<file path="src/rtl/eeload_pkg.sv">
package eeload_pkg;
    typedef enum logic [2:0] {
        ST_IDLE,
        ST_LOAD,
        ST_CMP_RD,
        ST_CMP_CHK,
        ST_DONE,
        ST_SAFE
    } eeload_state_t;
endpackage

</file>
<file path="src/rtl/eeload_cksum.sv">
// 8-bit modular accumulator; zero total marks a valid image.
module eeload_cksum #(
    parameter int DW = 8
) (
    input  logic          clk,
    input  logic          rst_n,
    input  logic          clr,
    input  logic          add_en,
    input  logic [DW-1:0] din,
    output logic          sum_ok
);
    logic [DW-1:0] acc;

    always_ff @(posedge clk or negedge rst_n) begin
        if (!rst_n)      acc <= '0;
        else if (clr)    acc <= '0;
        else if (add_en) acc <= acc + din;
    end

    assign sum_ok = (acc == '0);
endmodule

</file>
<file path="src/rtl/eeload_failcap.sv">
// Holds the mismatch address, split into two byte registers.
module eeload_failcap #(
    parameter int AW = 16
) (
    input  logic          clk,
    input  logic          rst_n,
    input  logic          cap,
    input  logic [AW-1:0] addr,
    output logic [7:0]    lo,
    output logic [7:0]    hi
);
    localparam int PW = 16;
    logic [PW-1:0] ext;

    assign ext = PW'(addr);

    always_ff @(posedge clk or negedge rst_n) begin
        if (!rst_n) begin
            lo <= '0;
            hi <= '0;
        end else if (cap) begin
            lo <= ext[7:0];
            hi <= ext[15:8];
        end
    end
endmodule

</file>
<file path="src/rtl/eeload_ctrl.sv">
module eeload_ctrl
    import eeload_pkg::*;
#(
    parameter int IMG_LEN = 300,
    parameter int AW      = 16
) (
    input  logic          clk,
    input  logic          rst_n,
    input  logic          start,
    output logic          busy,
    output logic          done,
    output logic          safe,
    output logic          irq,
    output logic          cmp_err,
    output logic          sum_err,
    output logic [7:0]    fail_lo,
    output logic [7:0]    fail_hi,
    output logic          rd_req,
    output logic [AW-1:0] rd_addr,
    input  logic          rd_ack,
    input  logic [7:0]    rd_data,
    output logic          mem_we,
    output logic          mem_re,
    output logic [AW-1:0] mem_addr,
    output logic [7:0]    mem_wdata,
    input  logic [7:0]    mem_rdata
);
    localparam logic [AW-1:0] LAST_A = AW'(IMG_LEN - 1);

    eeload_state_t state, nxt;
    logic [AW-1:0] addr;
    logic [7:0]    ee_byte;
    logic          is_last, go, mismatch, sum_ok, sum_bad, load_ack;

    assign is_last  = (addr == LAST_A);
    assign go       = start && (state == ST_IDLE || state == ST_DONE);
    assign load_ack = (state == ST_LOAD) && rd_ack;
    assign mismatch = (state == ST_CMP_CHK) && (mem_rdata != ee_byte);
    assign sum_bad  = (state == ST_CMP_CHK) && !mismatch && is_last && !sum_ok;

    // state register
    always_ff @(posedge clk or negedge rst_n) begin
        if (!rst_n) state <= ST_IDLE;
        else        state <= nxt;
    end

    // next state
    always_comb begin
        nxt = state;
        unique case (state)
            ST_IDLE:    if (start) nxt = ST_LOAD;
            ST_LOAD:    if (rd_ack && is_last) nxt = ST_CMP_RD;
            ST_CMP_RD:  if (rd_ack) nxt = ST_CMP_CHK;
            ST_CMP_CHK: begin
                if (mismatch)     nxt = ST_SAFE;
                else if (is_last) nxt = sum_ok ? ST_DONE : ST_SAFE;
                else              nxt = ST_CMP_RD;
            end
            ST_DONE:    if (start) nxt = ST_LOAD;
            ST_SAFE:    nxt = ST_SAFE;
            default:    nxt = ST_IDLE;
        endcase
    end

    // datapath registers
    always_ff @(posedge clk or negedge rst_n) begin
        if (!rst_n) begin
            addr    <= '0;
            ee_byte <= '0;
            cmp_err <= 1'b0;
            sum_err <= 1'b0;
        end else begin
            if (go)
                addr <= '0;
            else if (load_ack)
                addr <= is_last ? '0 : addr + 1'b1;
            else if (state == ST_CMP_CHK && !mismatch && !is_last)
                addr <= addr + 1'b1;
            if (state == ST_CMP_RD && rd_ack) ee_byte <= rd_data;
            if (mismatch) cmp_err <= 1'b1;
            if (sum_bad)  sum_err <= 1'b1;
        end
    end

    // outputs
    always_comb begin
        rd_req    = (state == ST_LOAD) || (state == ST_CMP_RD);
        rd_addr   = addr;
        mem_we    = load_ack;
        mem_wdata = rd_data;
        mem_re    = (state == ST_CMP_RD) && rd_ack;
        mem_addr  = addr;
        busy      = (state == ST_LOAD) || (state == ST_CMP_RD) || (state == ST_CMP_CHK);
        done      = (state == ST_DONE);
        safe      = (state == ST_SAFE);
        irq       = cmp_err || sum_err;
    end

    eeload_cksum #(.DW(8)) cksum_i (
        .clk    (clk),
        .rst_n  (rst_n),
        .clr    (go),
        .add_en (load_ack),
        .din    (rd_data),
        .sum_ok (sum_ok)
    );

    eeload_failcap #(.AW(AW)) failcap_i (
        .clk   (clk),
        .rst_n (rst_n),
        .cap   (mismatch),
        .addr  (addr),
        .lo    (fail_lo),
        .hi    (fail_hi)
    );
endmodule

</file>
<file path="config.mk">
export PLATFORM = sky130hd
export DESIGN_NAME = eeload_ctrl
export DESIGN_NICKNAME = d
export VERILOG_FILES = /design/src/rtl/eeload_pkg.sv /design/src/rtl/eeload_cksum.sv /design/src/rtl/eeload_failcap.sv /design/src/rtl/eeload_ctrl.sv
export SDC_FILE = /design/constraint.sdc
export NUM_CORES = 1
export LEC_CHECK = 0
export CELL_PAD_IN_SITES_DETAIL_PLACEMENT = 1
export CELL_PAD_IN_SITES_GLOBAL_PLACEMENT = 1
export CORE_ASPECT_RATIO = 1.4
export CORE_MARGIN = 4
export CORE_UTILIZATION = 36
export DETAILED_ROUTE_END_ITERATION = 10
export PLACE_DENSITY_LB_ADDON = 0.15
export SETUP_SLACK_MARGIN = 0.05
export SLEW_MARGIN = 10
export SYNTH_ARGS = -nofsm -noshare
export SYNTH_HDL_FRONTEND = slang
export SYNTH_SLANG_ARGS = --single-unit
</file>
<file path="constraint.sdc">
create_clock -name clk -period 2.3 [get_ports clk]
set_input_delay 0.46 -clock clk [delete_from_list [all_inputs] [get_ports clk]]
set_output_delay 0.46 -clock clk [all_outputs]
set_load 0.02 [all_outputs]
</file>
==> results.sh, run 1 <==
export IMPL_ys_async_sr_fraction_pct=100
export IMPL_drc_errors=0
export IMPL_synth_fa_ha_area_share_pct=4.02
export IMPL_multiInputGateArea_sq_um=1480
export IMPL_yosys_top_cells_area="dfrtp_1 (44%), mux2_2 (9.0%), buf_4 (6.0%)"
export IMPL_placed_area_sq_um=4090
export IMPL_maxSlewHeadroom_pct=67.2
export IMPL_placementRows=39
export IMPL_synth_seq_area_share_pct=44.3
export IMPL_start_kind="input pin"
export IMPL_yosys_area_top_type="dfrtp_1"
export IMPL_critical_path_class="in -> reg"
export IMPL_path_cells="clkdlybuf4s50_1 > xor2_1 > nor4_4 > nand4bb_1 > buf_4 > buf_4 > a211oi_1 > xnor2_1 > nor2_1"
export IMPL_synth_edf_count=0
export IMPL_die_h_um=116
export IMPL_num_fill_cells=867
export IMPL_comb_power_share_pct=44.4
export IMPL_crit_arrival_ns=2.36
export IMPL_cts_clk_slew_worst_paths_ns=0.07
export IMPL_cp_slowest_cell="clkdlybuf4s50_1"
export IMPL_crit_path_frequent_cell="buf_4"
export IMPL_tightest_slew_ns=0.492
export IMPL_grt_pass1_wl_um=13600
export IMPL_nets=429
export IMPL_rsz0062_at_grt="no"
export IMPL_n_antenna_cell=0
export IMPL_cts_htree_levels=2
export IMPL_hold_violations=0
export IMPL_irDropWorstVdd_mv=0.360
export IMPL_sequentialPowerShare_pct=33.9
export IMPL_fmax_ghz=0.455
export IMPL_leakage_nw=1.92
export IMPL_synth_xor_xnor_area_share_pct=5.56
export IMPL_synth_most_common_cell="dfrtp_1"
export IMPL_grt_overflow=0
export IMPL_setup_viol=0
export IMPL_worstPathRequired_ns=2.47
export IMPL_ys_seq_elements=53
export IMPL_synth_compound_area_share_pct=11.3
export IMPL_start_util_pct=36.7
export IMPL_cp_max_fo=3
export IMPL_syn_area_sq_um=2990
export IMPL_die_w_um=85.0
export IMPL_wl_um=8540
export IMPL_slowest_delay_ns=0.41
export IMPL_clock_power_share_pct=21.7
export IMPL_seqCellArea_sq_um=1330
export IMPL_totalPowerFinal_mw=3.46
export IMPL_hp_class="in -> async"
export IMPL_fin_area_sq_um=4370
export IMPL_cap_violations=0
export IMPL_synth_avg_cell_area_sq_um=10.4
export IMPL_clk_path_buf_depth=2
export IMPL_drt_initial_drc_count=50
export IMPL_grt_max_degree=23
export IMPL_grt_pass1_vias=2711
export IMPL_gp_congestion=0.853
export IMPL_ant_nets=0
export IMPL_synth_simple_area_share_pct=16.9
export IMPL_timing_hold_ws_ns=0.124
export IMPL_final_setup_skew_ns=0.00226
export IMPL_p_sw_mw=1.26
export IMPL_dp_slack_ns=-0.394
export IMPL_fin_crit_sh_pct=95.5
export IMPL_core_area_sq_um=8150
export IMPL_root_buffer="clkbuf_16"
export IMPL_synth_common_cells="dfrtp_1 (53), buf_4 (24), mux2_2 (24)"
export IMPL_dieArea_sq_um=9850
export IMPL_switching_share_pct=36.3
export IMPL_synth_nets=318
export IMPL_finalCriticalPeriod_ns=2.20
export IMPL_status="complete, no violations"
export IMPL_fin_ws_ns=0.104
export IMPL_clkSinkCount=53
export IMPL_synth_top_area_share_pct=44.3
export IMPL_cts_inserted_buffers=5
export IMPL_vias=2565
export IMPL_dr_pass1_iters=4
export IMPL_grt_total_usage_pct=17.4
export IMPL_clkLatencyLatePin_ns=0.29
export IMPL_synth_warnings=0
export IMPL_place_hpwl_um=6550
export IMPL_drive_above_1_share_pct=26.9
export IMPL_syn_inst=289
export IMPL_power_density_nw_per_um2=792
export IMPL_synth_top_family_by_area="simple AND/OR/NAND/NOR gates"
export IMPL_synth_cell_types=50
export IMPL_slew_viol_final=0
export IMPL_ios=85
export IMPL_muxShareOfSynthArea_pct=9.37
export IMPL_cts_tree="done"
export IMPL_area_growth_pct=46.0
export IMPL_via_per_inst=5.10
export IMPL_portBuffers=84
export IMPL_antenna_found_initial=0
export IMPL_wl_per_cell_um=17.0
export IMPL_ys_flop_type="dfrtp_1"
export IMPL_end_kind="flip-flop"
export IMPL_internal_power_mw=2.20
## state kept, by name (all words and copies together) (netlist names)
name / flops
state: 3
cksum_i.acc: 8
failcap_i.hi: 8
cmp_err: 1
sum_err: 1
failcap_i.lo: 8
mem_addr: 16
ee_byte: 8
## cell type report
class | instances | area share (%)
multi-input combinational | 194 | 34.0
sequential | 53 | 30.4
timing repair buffer | 136 | 28.6
clock buffer | 7 | 3.04
tap | 102 | 2.92
inverter | 10 | 0.888
clock inverter | 1 | 0.172
## power by group through the flow
stage	combinational [mW]	clock (mW)	sequential, mW
finish	1.54	0.752	1.17
global route	1.68	0.801	1.19
CTS	1.45	0.767	1.16
detailed placement	1.42	0	1.18
global placement	1.38	0	1.17
floorplan	0.753	0	1.21
## cell families (layout without fill, tap and decap cells)
kind of cell | after synthesis | count (layout)
AND/OR/NAND/NOR | 88 | 88
multiplexers | 25 | 25
adder cells (fa/ha/maj) | 9 | 9
buffers and inverters | 42 | 154
AO/OA/AOI/OAI | 53 | 53
flip-flops | 53 | 53
XOR/XNOR | 19 | 19
## per-layer routing
metal / GRT usage [%] / vias up / share of wire (%)
li1: - / 1222 / -
met1: 18.7 / 1269 / 38
met2: 34.5 / 60 / 57
met3: 2.20 / 14 / 3.6
met4: 5.70 / 0 / 1.7
met5: 0 / - / 0
## cells in the final DEF (no fill, tap or decap), drive strengths merged, types with 9 or more instances in the layout
cell,count
xnor2,10
a21oi,17
o21ai,14
nand2,21
nand3,9
mux2,24
dfrtp,53
buf,53
xor2,9
inv,9
nor2,19
clkdlybuf4s50,77
## worst paths after layout
kind | slack, ns | startpoint | cells after the start | end
min in group clk | 0.50 | cmp_err | 1 | cmp_err
setup / recovery | 0.10 | mem_rdata[3] | 9 | mem_addr[8]
setup reg to reg | 0.19 | mem_addr[0] | 8 | mem_addr[0]
max in group asynchronous | 1.54 | rst_n | 2 | state[2]
hold reg to reg | 0.50 | cmp_err | 1 | cmp_err
hold / removal | 0.12 | rst_n | 1 | failcap_i.hi[5]
## through the flow
stage               util (%)  cells  setup TNS, ns
floorplan                  -    289              0
global placement        50.2    488          -2.65
detailed placement      50.2    488          -3.26
CTS                     52.2    498              0
global route            53.6    503              0
finish                  53.6    503              0
## what timing repair did
item                       in CTS  in global routing
hold buffers                    0                  0
setup buffers                   2                  5
setup endpoints to repair       4                 14
pin swaps                       6                 12
gates resized for setup         8                 17
## critical path: cells and delay by family
family,cells,cell delay (ns)
buffers and inverters,3,0.71
XOR/XNOR,2,0.33
AO/OA/AOI/OAI,1,0.30
AND/OR/NAND/NOR,3,0.57
No activity file was read; power rests on OpenSTA's default activity.
==> inputs of run 2 (changes only) <==
--- a/config.mk
+++ b/config.mk
@@ -11,7 +11,8 @@
 export CORE_MARGIN = 4
 export CORE_UTILIZATION = 36
 export DETAILED_ROUTE_END_ITERATION = 10
-export PLACE_DENSITY_LB_ADDON = 0.15
+export PLACE_DENSITY = 0.87
+export REMOVE_ABC_BUFFERS = 1
 export SETUP_SLACK_MARGIN = 0.05
 export SLEW_MARGIN = 10
 export SYNTH_ARGS = -nofsm -noshare
==> run 2 against run 1 <==
Compared with the run above:
- clock-buffer cell count fell by 1
- design area shrank 1.0%
- sequential power barely moved
- utilization shrank 0.55 points
- clock skew rose by 0.0034 ns
- die area unchanged
- fmax decreased by 3.2%
- worst setup slack got worse by 0.073 ns
- critical path type is now in -> out
- largest cell class unchanged
- highest routed layer unchanged
==> results.sh, run 2 (same netlist as run 1, synthesis figures left out) <==
export IMPL_area_growth_pct=44.5
export IMPL_die_w_um=85.0
export IMPL_cts_inserted_buffers=5
export IMPL_clkLatencyLatePin_ns=0.29
export IMPL_gp_congestion=0.854
export IMPL_placementRows=39
export IMPL_clk_path_buf_depth=2
export IMPL_cap_violations=0
export IMPL_path_cells="clkdlybuf4s50_1 > nor3b_2 > buf_4 > clkdlybuf4s15_1"
export IMPL_drt_initial_drc_count=109
export IMPL_slew_viol_final=0
export IMPL_start_util_pct=36.7
export IMPL_fin_ws_ns=0.0315
export IMPL_setup_viol=0
export IMPL_tightest_slew_ns=0.531
export IMPL_slowest_delay_ns=0.60
export IMPL_root_buffer="clkbuf_16"
export IMPL_reg2reg_to="cksum_i.acc[6]"
export IMPL_worstPathRequired_ns=1.84
export IMPL_drc_errors=0
export IMPL_core_area_sq_um=8150
export IMPL_critical_path_class="in -> out"
export IMPL_place_hpwl_um=6860
export IMPL_hold_violations=0
export IMPL_grt_pass1_wl_um=14700
export IMPL_grt_max_degree=23
export IMPL_cts_clk_slew_worst_paths_ns=0.07
export IMPL_vias=2652
export IMPL_drive_above_1_share_pct=26.6
export IMPL_end_kind="output pin"
export IMPL_power_density_nw_per_um2=822
export IMPL_irDropWorstVdd_mv=0.410
export IMPL_grt_total_usage_pct=18.9
export IMPL_rsz0062_at_grt="yes"
export IMPL_grt_pass1_vias=2909
export IMPL_r2r_cells=9
export IMPL_cp_max_fo=4
export IMPL_ios=85
export IMPL_r2r_slack_ns=0.12
export IMPL_fin_crit_sh_pct=98.6
export IMPL_status="complete, no violations"
export IMPL_nets=419
export IMPL_die_h_um=116
export IMPL_placed_area_sq_um=4010
export IMPL_via_per_inst=5.38
export IMPL_portBuffers=84
export IMPL_n_antenna_cell=0
export IMPL_start_kind="input pin"
export IMPL_fmax_ghz=0.441
export IMPL_antenna_found_initial=0
export IMPL_ant_nets=0
export IMPL_cts_tree="done"
export IMPL_dieArea_sq_um=9850
export IMPL_crit_arrival_ns=1.81
export IMPL_dp_slack_ns=-0.480
export IMPL_hold_buffers=0
export IMPL_leakage_nw=1.88
export IMPL_fin_area_sq_um=4320
export IMPL_layout_commonest_cell="clkdlybuf4s50_1"
export IMPL_final_setup_skew_ns=0.00561
export IMPL_clkSinkCount=53
export IMPL_reg2reg_from="cksum_i.acc[0]"
export IMPL_cp_slowest_cell="clkdlybuf4s50_1"
export IMPL_maxSlewHeadroom_pct=64.6
export IMPL_wl_per_cell_um=18.9
export IMPL_grt_overflow=0
export IMPL_cts_htree_levels=2
export IMPL_finalCriticalPeriod_ns=2.27
export IMPL_hp_class="in -> async"
export IMPL_dr_pass1_iters=4
export IMPL_wl_um=9300
export IMPL_largest_register_ffs=16
export IMPL_final_cell_mix="clkdlybuf4s50_1 (78), dfrtp_1 (52), buf_4 (42)"
[run 2: repair_timing]
action,in CTS,in global routing
buffers inserted,5,1
pin swaps,5,8
endpoints found under the setup margin,6,20
gates resized for setup,11,18
[run 2: stage by stage]
step / instances / hold slack, ns / utilization (%) / TNS (ns) / power (mW)
2_1_floorplan: 257 / 0.164 / - / -0.109 / 1.88
3_3_place_gp: 479 / 0.403 / 49.2 / -2.72 / 2.49
3_5_place_dp: 479 / 0.399 / 49.2 / -4.10 / 2.57
4_1_cts: 492 / 0.0888 / 52.1 / 0 / 3.51
5_1_grt: 493 / 0.109 / 53.0 / 0 / 3.73
6_report: 493 / 0.0813 / 53.0 / 0 / 3.55
[run 2: how the worst max path moves through the flow]
stage / slack [ns] / endpoint / start
after floorplan: -0.11 / mem_addr[6] / mem_addr[0]
after detailed placement: -0.48 / cksum_i.acc[6] / rd_data[0]
after global placement: -0.33 / cksum_i.acc[6] / rd_data[0]
after CTS: 0.05 / mem_addr[6] / mem_rdata[0]
final: 0.03 / mem_re / rd_ack
after global routing: 0.008 / mem_addr[3] / mem_rdata[1]
[run 2: cell type report]
type | instances | area, sq um
repair buffers | 126 | 1150
well taps | 102 | 128
inverters | 10 | 38.8
clock inverters | 2 | 37.5
fillers | 879 | 3830
clock buffers | 6 | 139
multi-input cells | 194 | 1500
flip-flops and latches | 53 | 1330
[run 2: power by group]
group	switching (mW)	internal, mW	total, mW	leakage, nW
sequential	0.137	1.05	1.18	0.707
combinational	0.786	0.689	1.48	1.09
clock	0.350	0.544	0.893	0.0831
total	1.27	2.28	3.55	1.88
[run 2: routing by layer]
layer	vias to the layer above	GRT usage, %	wire [um]
met1	1328	19.6	3390
met5	-	0	0
met2	92	37.1	5170
li1	1206	-	-
met4	0	6.65	279
met3	26	3.70	455
[run 2: critical path: cells and delay by family]
family / cells / cell delay, ns
buffers and inverters: 3 / 1.07
AND/OR/NAND/NOR: 1 / 0.27
